File: config.mk
export PLATFORM = sky130hd
export DESIGN_NAME = arith4_unit
export DESIGN_NICKNAME = d
export VERILOG_FILES = /design/src/rtl/calc_pkg.sv /design/src/rtl/calc_addsub.sv /design/src/rtl/calc_mul.sv /design/src/rtl/calc_div.sv /design/src/rtl/arith4_unit.sv
export SDC_FILE = /design/constraint.sdc
export NUM_CORES = 1
export LEC_CHECK = 0
export ABC_CLOCK_PERIOD_IN_PS = 12300
export BUFFER_PORTS_ARGS = -buffer_cell sky130_fd_sc_hd__buf_2
export CORE_ASPECT_RATIO = 2
export CORE_MARGIN = 2
export CORE_UTILIZATION = 35
export CTS_CLUSTER_SIZE = 10
export DETAILED_ROUTE_END_ITERATION = 10
export SYNTH_ARGS = -nofsm -noshare
export SYNTH_HDL_FRONTEND = slang
export SYNTH_SLANG_ARGS = --single-unit
File: constraint.sdc
create_clock -name clk -period 12.3 [get_ports clk]
set_input_delay 1.845 -clock clk [delete_from_list [all_inputs] [get_ports clk]]
set_output_delay 1.845 -clock clk [all_outputs]
set_load 0.1 [all_outputs]
File: src/rtl/calc_pkg.sv
package calc_pkg;
   typedef enum logic [1:0] {
      OP_ADD = 2'b00,
      OP_SUB = 2'b01,
      OP_MUL = 2'b10,
      OP_DIV = 2'b11
   } calc_op_e;

   typedef struct packed {
      logic ovf;
      logic dz;
      logic zero;
      logic neg;
   } calc_flags_t;
endpackage

File: src/rtl/calc_addsub.sv
module calc_addsub #(
   parameter int W   = 8,
   parameter bit SGN = 1'b0
) (
   input  logic [W-1:0] a,
   input  logic [W-1:0] b,
   input  logic         sub,
   output logic [W-1:0] y,
   output logic         ovf
);
   logic [W:0] ax, bx, sx;

   generate
      if (SGN) begin : g_sext
         assign ax = {a[W-1], a};
         assign bx = {b[W-1], b};
      end else begin : g_zext
         assign ax = {1'b0, a};
         assign bx = {1'b0, b};
      end
   endgenerate

   always_comb sx = sub ? (ax - bx) : (ax + bx);
   assign y = sx[W-1:0];

   // Exact W+1 bit result: signed overflow when the two top bits disagree,
   // unsigned overflow on carry or borrow.
   generate
      if (SGN) begin : g_sovf
         assign ovf = sx[W] ^ sx[W-1];
      end else begin : g_uovf
         assign ovf = sx[W];
      end
   endgenerate
endmodule

File: src/rtl/calc_mul.sv
module calc_mul #(
   parameter int W   = 8,
   parameter bit SGN = 1'b0
) (
   input  logic [W-1:0] a,
   input  logic [W-1:0] b,
   output logic [W-1:0] y,
   output logic         ovf
);
   localparam int PW = 2 * W;
   logic [PW-1:0] ae, be, prod;

   generate
      if (SGN) begin : g_sext
         assign ae = {{W{a[W-1]}}, a};
         assign be = {{W{b[W-1]}}, b};
      end else begin : g_zext
         assign ae = {{W{1'b0}}, a};
         assign be = {{W{1'b0}}, b};
      end
   endgenerate

   // Modulo 2^PW, the product of the extended operands is the exact product.
   assign prod = ae * be;
   assign y    = prod[W-1:0];

   generate
      if (SGN) begin : g_sovf
         assign ovf = prod[PW-1:W] != {W{prod[W-1]}};
      end else begin : g_uovf
         assign ovf = |prod[PW-1:W];
      end
   endgenerate
endmodule

File: src/rtl/calc_div.sv
module calc_div #(
   parameter int W   = 8,
   parameter bit SGN = 1'b0
) (
   input  logic [W-1:0] a,
   input  logic [W-1:0] b,
   output logic [W-1:0] y,
   output logic         ovf,
   output logic         dz
);
   localparam logic [W-1:0] MOST_NEG = {1'b1, {(W-1){1'b0}}};
   logic [W-1:0] q;

   assign dz = (b == '0);

   generate
      if (SGN) begin : g_sdiv
         logic         na, nb;
         logic [W-1:0] ma, mb, mq;
         assign na  = a[W-1];
         assign nb  = b[W-1];
         assign ma  = na ? (~a + 1'b1) : a;
         assign mb  = dz ? {{(W-1){1'b0}}, 1'b1} : (nb ? (~b + 1'b1) : b);
         assign mq  = ma / mb;
         // Magnitude division then sign fix truncates toward zero.
         assign q   = (na ^ nb) ? (~mq + 1'b1) : mq;
         assign ovf = (a == MOST_NEG) && (b == '1);
      end else begin : g_udiv
         logic [W-1:0] db;
         assign db  = dz ? {{(W-1){1'b0}}, 1'b1} : b;
         assign q   = a / db;
         assign ovf = 1'b0;
      end
   endgenerate

   assign y = dz ? '0 : q;
endmodule

File: src/rtl/arith4_unit.sv
module arith4_unit #(
   parameter int W       = 8,
   parameter bit SIGNED  = 1'b0,
   parameter bit REG_OUT = 1'b1
) (
   input  logic         clk,
   input  logic         rst,
   input  logic         in_valid,
   input  logic [W-1:0] op_a,
   input  logic [W-1:0] op_b,
   input  logic [1:0]   op_sel,
   output logic [W-1:0] res,
   output logic         flag_ovf,
   output logic         flag_dz,
   output logic         flag_zero,
   output logic         flag_neg,
   output logic         res_valid
);
   import calc_pkg::*;

   generate
      if (W < 2 || W > 32) begin : g_bad_width
         $error("arith4_unit: W must lie in 2..32");
      end
   endgenerate

   calc_op_e     op;
   logic [W-1:0] as_y, mul_y, div_y, nxt_res;
   logic         as_ovf, mul_ovf, div_ovf, div_dz;
   calc_flags_t  nxt_fl;

   assign op = calc_op_e'(op_sel);

   calc_addsub #(.W(W), .SGN(SIGNED)) u_as (
      .a(op_a), .b(op_b), .sub(op == OP_SUB), .y(as_y), .ovf(as_ovf));
   calc_mul #(.W(W), .SGN(SIGNED)) u_mul (
      .a(op_a), .b(op_b), .y(mul_y), .ovf(mul_ovf));
   calc_div #(.W(W), .SGN(SIGNED)) u_div (
      .a(op_a), .b(op_b), .y(div_y), .ovf(div_ovf), .dz(div_dz));

   always_comb begin
      nxt_fl = '0;
      unique case (op)
         OP_ADD, OP_SUB: begin nxt_res = as_y;  nxt_fl.ovf = as_ovf; end
         OP_MUL:         begin nxt_res = mul_y; nxt_fl.ovf = mul_ovf; end
         default:        begin
            nxt_res   = div_y;
            nxt_fl.ovf = div_ovf;
            nxt_fl.dz  = div_dz;
         end
      endcase
      nxt_fl.zero = (nxt_res == '0);
      nxt_fl.neg  = SIGNED ? nxt_res[W-1] : 1'b0;
   end

   generate
      if (REG_OUT) begin : g_reg
         always_ff @(posedge clk) begin
            if (rst) begin
               res       <= '0;
               flag_ovf  <= 1'b0;
               flag_dz   <= 1'b0;
               flag_zero <= 1'b0;
               flag_neg  <= 1'b0;
               res_valid <= 1'b0;
            end else begin
               res_valid <= in_valid;
               if (in_valid) begin
                  res       <= nxt_res;
                  flag_ovf  <= nxt_fl.ovf;
                  flag_dz   <= nxt_fl.dz;
                  flag_zero <= nxt_fl.zero;
                  flag_neg  <= nxt_fl.neg;
               end
            end
         end


         valid_follow_chk: assert property (@(posedge clk) disable iff (rst)
            in_valid |=> res_valid);

         idle_hold_chk: assert property (@(posedge clk) disable iff (rst)
            !in_valid |=> (!res_valid && $stable(res) && $stable(flag_ovf)));

         dz_zero_res_chk: assert property (@(posedge clk) disable iff (rst)
            (res_valid && flag_dz) |-> (res == '0 && !flag_ovf));

         zero_flag_chk: assert property (@(posedge clk) disable iff (rst)
            res_valid |-> (flag_zero == (res == '0)));

         neg_flag_chk: assert property (@(posedge clk) disable iff (rst)
            res_valid |-> (flag_neg == (SIGNED && res[W-1])));

         reset_clear_chk: assert property (@(posedge clk)
            rst |=> (!res_valid && res == '0 && !flag_ovf && !flag_dz));
      end else begin : g_comb
         assign res       = nxt_res;
         assign flag_ovf  = nxt_fl.ovf;
         assign flag_dz   = nxt_fl.dz;
         assign flag_zero = nxt_fl.zero;
         assign flag_neg  = nxt_fl.neg;
         assign res_valid = in_valid;
      end
   endgenerate
endmodule

After elaboration in Yosys (flattened, before gate mapping)

Index checks and enable logic that the tools add are counted.

Add/sub/neg operators: 2
Multipliers: 1
Div/mod/pow operators: 1
Eq/ne operators: 2
Muxes and demuxes: 6
Reductions and logical operators: 6

Operators with widths:

| operator           | number |
|---|---|
| $logic_not 8->1    | 2 |
| $mul 8x8->16       | 1 |
| $mux 8             | 2 |
| $pmux 8 s2         | 1 |
| $add 8x8->9        | 1 |
| $mux 9             | 1 |
| $sub 8x8->9        | 1 |
| $div 8x8->8        | 1 |
| $reduce_or 8->1    | 1 |
| $reduce_or 3->1    | 1 |
| $eq 2x1->1 const B | 1 |
| $eq 2x2->1 const B | 1 |
| $logic_not 2->1    | 1 |
| $pmux 1 s2         | 1 |
| $reduce_or 2->1    | 1 |
| $mux 1             | 1 |

Bits in registers: 12
Input bits: 21
Output and inout bits: 13

Depth between registers and ports, before layout

Depth in word-level cells: 6
Gate-level depth with buffers: 51
Depth with buffers taken out: 49

By module

Synthesis repeated with hierarchy kept, for this count alone.

Cells, all modules: 658
Area total of the unflattened synthesis: 5217.5 um2

Modules (own cells, without submodules):

| module      | instances | cells an instance | area an instance (um2) |
|---|---|---|---|
| calc_mul    | 1         | 257               | 2140.8 |
| calc_div    | 1         | 254               | 1861.8 |
| arith4_unit | 1         | 75                | 655.6 |
| calc_addsub | 1         | 72                | 559.3 |

Least setup slack after synthesis

OpenSTA, ideal clock, no wires.

Path kind: input port to flip-flop
From: input op_b[1]
To: register flag_zero
Arrival time: 12668 ps
Required time: 12208 ps
Slack: -460 ps
Stages on the path: 46
Buffers on the path: 1
Path through: clkbuf_1 > inv_1 > ha_1 > nor4b_1 > nand2_1 > nand2_1 > inv_1 > ha_1 > or4b_2 > nand2_1 > o211ai_1 > ha_1 > o211ai_1 > a2111o_1 > or3_1 > nand2_1 > ha_1 > a21oi_1 > (+10 left out) > ha_1 > o41a_4 > a41oi_4 > mux2_4 > ha_1 > and3_1 > a21oi_1 > a31oi_1 > o21ai_2 > mux2_2 > ha_1 > o21ai_0 > a2111oi_0 > o31ai_1 > a31oi_1 > nor4_1 > nand4_1 > o32ai_1

Word-level cells in the longest chain between the ends: 6
Elaborated cells on any way between the ends: 10
Those cells by class: 2 x add/sub; 1 x mul; 1 x div; 4 x mux; 2 x reduce/logical

RTL lines:

| element              | line              | source |
|---|---|---|
| from (decl)          | arith4_unit.sv:10 | `input logic [W-1:0] op_b,` |
| $logic_not 8->1      | calc_div.sv:14    | `assign dz = (b == '0);` |
| $mux 8               | calc_div.sv:30    | `assign db = dz ? {{(W-1){1'b0}}, 1'b1} : b;` |
| $div 8x8->8          | calc_div.sv:31    | `assign q = a / db;` |
| $mux 8               | calc_div.sv:36    | `assign y = dz ? '0 : q;` |
| $pmux 8 s2 *         | arith4_unit.sv:43 | `unique case (op)` |
| $logic_not 8->1 *    | arith4_unit.sv:52 | `nxt_fl.zero = (nxt_res == '0);` |
| to (signal assigned) | arith4_unit.sv:72 | `flag_zero <= nxt_fl.zero;` |
| to (decl)            | arith4_unit.sv:15 | `output logic flag_zero,` |

Mark *: on every way between the ends. The rest lies on a longest branch, timed or not.
A chain may end at the register's enable or synchronous reset.

Worst setup path after layout

Same ends and word-level chain as after synthesis.

==> impl_results.md <==
* Multi-input logic area at 0.00458 sq mm
* R2R Path End: res[5]
* Clock root buffer: clkbuf_16
* Critical path fanouts, max at 6
* Largest stage delay, worst path at 0.52 ns
* Synth warn at 0
* Total core area at 0.0139 sq mm
* WP data required at 12.40 ns
* Flop2flop setup slack at 11.48 ns
* Clk slew on worst S/H paths at 0.04 ns
* Synth Instances at 633
* Syn Nets at 769
* First-pass GRT wire length at 25.4 mm
* Crit Path Class: in2reg
* CTS tree: done
* H-Tree Depth at 1
* # fillers at 1,427
* Met2 GRT Util at 0.401
* ANT cells at 0
* Sequential-to-total area share from yosys stat at 0.0486
* R2r worst-path depth at 2
* Comb pwr share at 0.830
* Avg Cell Area, Syn at 7.81 sq um
* Port Buffers at 32
* Max frequency at 83.1 MHz
* Overflow after GRT at 0
* Starting Density at 0.356
* Area leader, netlist: ha_1
* Worst EP arrival at 12.14 ns
* Row cnt at 61
* Fin. Hold Viols at 0
* Final GP Congestion at 0.932
* P_leak at 2.82 nW
* Leading cell types in the layout, fill and taps excluded: 75 x inv_1, 71 x nor2_1, 69 x ha_1
* Internal at 0.000315 W
* Count of different cell masters after synthesis at 68
* Post-synth ARST share at 0
* Design Area, Final at 0.00606 sq mm
* Antenna-violating nets left at 0
* Max Cap Viol at 0
* Post-synth EDFFs at 0
* Die X at 88.1 um
* Switching share of power at 0.513
* Layout Nets at 840
* Vias in the first global route at 5,069
* Initial antenna violation count at 0
* Min-delay src: flag_dz
* CTS buffer count at 3
* Flop pwr share at 0.068
* Final Cycle Share at 0.978
* Detailed Place HPWL at 13.3 mm
* GRT Total Usage at 0.215
* Synthesized area at 0.00495 sq mm
* Sink Count at 12
* Status: completed
* Clock buffer depth at 2
* Final Skew at 0 ns
* Worst path slowest cell: or4b_4
* Chip height at 172 um
* Pins Over Slew Limit at 0
* Synth Register Bits at 12
* Area delta synth->final at 22.5%
* M3 GR Usage at 0.0115
* Peak VDD IR at 0.0389 mV
* Cell area after placement at 0.00561 sq mm
* Routed len/inst at 18.2 um
* DR vias at 4,919
* Most common cell after layout, fill and taps aside: inv_1
* Die footprint at 0.0152 sq mm
* Iteration-0 DRC count of the detailed router at 233
* Hold_ws at 0.463 ns
* Worst hold endpoint: flag_dz
* # DRC at 0
* Final Total Pwr at 0.000647 W
* Cts-stage hold buffer count at 0
* Pre-antenna DRT Iters at 5
* FF/Latch Area at 240 sq um
* P_sw at 0.000332 W
* CP Capture Type: register
* Power share of the clock group at 0.101
* HP Class: reg2reg
* Worst slew pin tran at 0.662 ns
* GRT met1 Usage at 0.237
* Share of cells above drive strength 1 at 0.220
* Top post-synthesis cells by area: ha_1 20%, fa_1 15%, inv_1 5.8%
* Gr busiest metal: met2
* Hold Path Stages at 2
* RSZ-0062 raised after global routing: yes
* Power Density at 107 mW/mm^2
* Min cycle time layout at 12.03 ns
* Total Routed Length at 16.3 mm
* Final setup viols at 0
* Routed vias/inst at 5.51
* Rel. slew slack at 0.558
* Area share of the largest cell type after synthesis at 0.197
* Synth Flop Type: dfxtp_1
* Worst Setup Start Kind: primary input
* Final core occ at 0.436
* I/O pin cnt at 34
* Largest net degree at the start of global routing at 22
* Worst skew pair latency at 0.24 ns
* Worst r2r src: res[5]
[cells by family after synthesis]
kind of cell	Yosys count	share of synthesized area
buffers and inverters	104	0.0832
other	1	0.000758
AO/OA/AOI/OAI	154	0.226
multiplexers	20	0.0458
adder cells (fa/ha/maj)	115	0.347
flip-flops	12	0.0486
AND/OR/NAND/NOR	199	0.199
XOR/XNOR	28	0.0496
[worst max path at each step]
stage          startpoint        end  slack [ns]  depth (start not counted)
2_1_floorplan     op_b[1]  flag_zero        0.07                         47
3_3_place_gp      op_b[0]  flag_zero       -0.07                         48
3_5_place_dp      op_b[0]  flag_zero       -0.21                         48
4_1_cts           op_b[0]  flag_zero        0.02                         49
5_1_grt           op_b[1]  flag_zero       -0.18                         49
6_report          op_b[1]  flag_zero        0.27                         47
[stage by stage]
stage | setup WS, ns | cells | TNS [ns]
floorplan | 0.0739 | 633 | 0
global placement | -0.0739 | 876 | -0.0739
detailed placement | -0.214 | 876 | -0.298
CTS | 0.0243 | 880 | 0
global route | -0.184 | 892 | -0.331
finish | 0.266 | 892 | 0
[synthesized netlist by cell type (3+ instances only)]
library cell  count
fa_1             37
mux2i_1           8
mux2_4            3
nor3b_1           5
nor2_1           73
xnor2_1          16
nand2_1          31
o2111ai_1         5
or4_1             3
o211a_1           5
and2_1           30
or2_2             4
a21o_1            7
nor3_1           15
clkinv_1          3
nand2b_1          5
ha_1             78
o21a_1            9
inv_1            76
dfxtp_1          12
nor4_1            4
o221ai_1          3
o31ai_1           4
clkbuf_1         20
xor2_1           12
a21oi_1          32
a31oi_1          10
nor2b_1           3
o211ai_1          9
or3_1             6
o21ai_0          25
nand3_1           8
a211oi_1         12
nand4_1           3
a21boi_0          5
o41ai_1           3
mux2_2            9
[metal layers]
layer / part of all wire / up-vias
li1: - / 2362
met1: 0.37 / 2382
met2: 0.54 / 124
met3: 0.030 / 51
met4: 0.058 / 0
met5: 0 / -
[flip-flops by register name (all words and copies together), names as in the netlist]
name       count
res_valid      1
res            8
flag_dz        1
flag_zero      1
flag_ovf       1
[repair_timing]
action                     CTS  global route
buffers inserted             0            12
hold endpoints to repair     0             0
pin swaps                    0            35
setup endpoints to repair    1             2
gates resized for setup      2            47
[worst max-delay path: cells and delay by family]
kind	cells	cell delay, ns
AO/OA/AOI/OAI	22	4.33
adder cells (fa/ha/maj)	8	2.15
AND/OR/NAND/NOR	8	1.67
multiplexers	4	1.38
buffers and inverters	4	0.52
XOR/XNOR	1	0.22
[layout make-up]
cell class,instances,share of cell area
sequential,12,0.0396
multi-input combinational,517,0.756
inverter,79,0.0489
tap,189,0.0390
clock buffer,4,0.0147
timing repair buffer,91,0.102
[power groups by stage]
| stage | clock network [W] | registers, W | logic (W) |
|---|---|---|---|
| finish | 0.0000655 | 0.0000443 | 0.000537 |
| global route | 0.0000681 | 0.0000447 | 0.000605 |
| CTS | 0.0000661 | 0.0000442 | 0.000511 |
| detailed placement | 0 | 0.0000449 | 0.000507 |
| global placement | 0 | 0.0000448 | 0.000496 |
| floorplan | 0 | 0.0000704 | 0.000357 |
(Power assumes the default switching activity.)
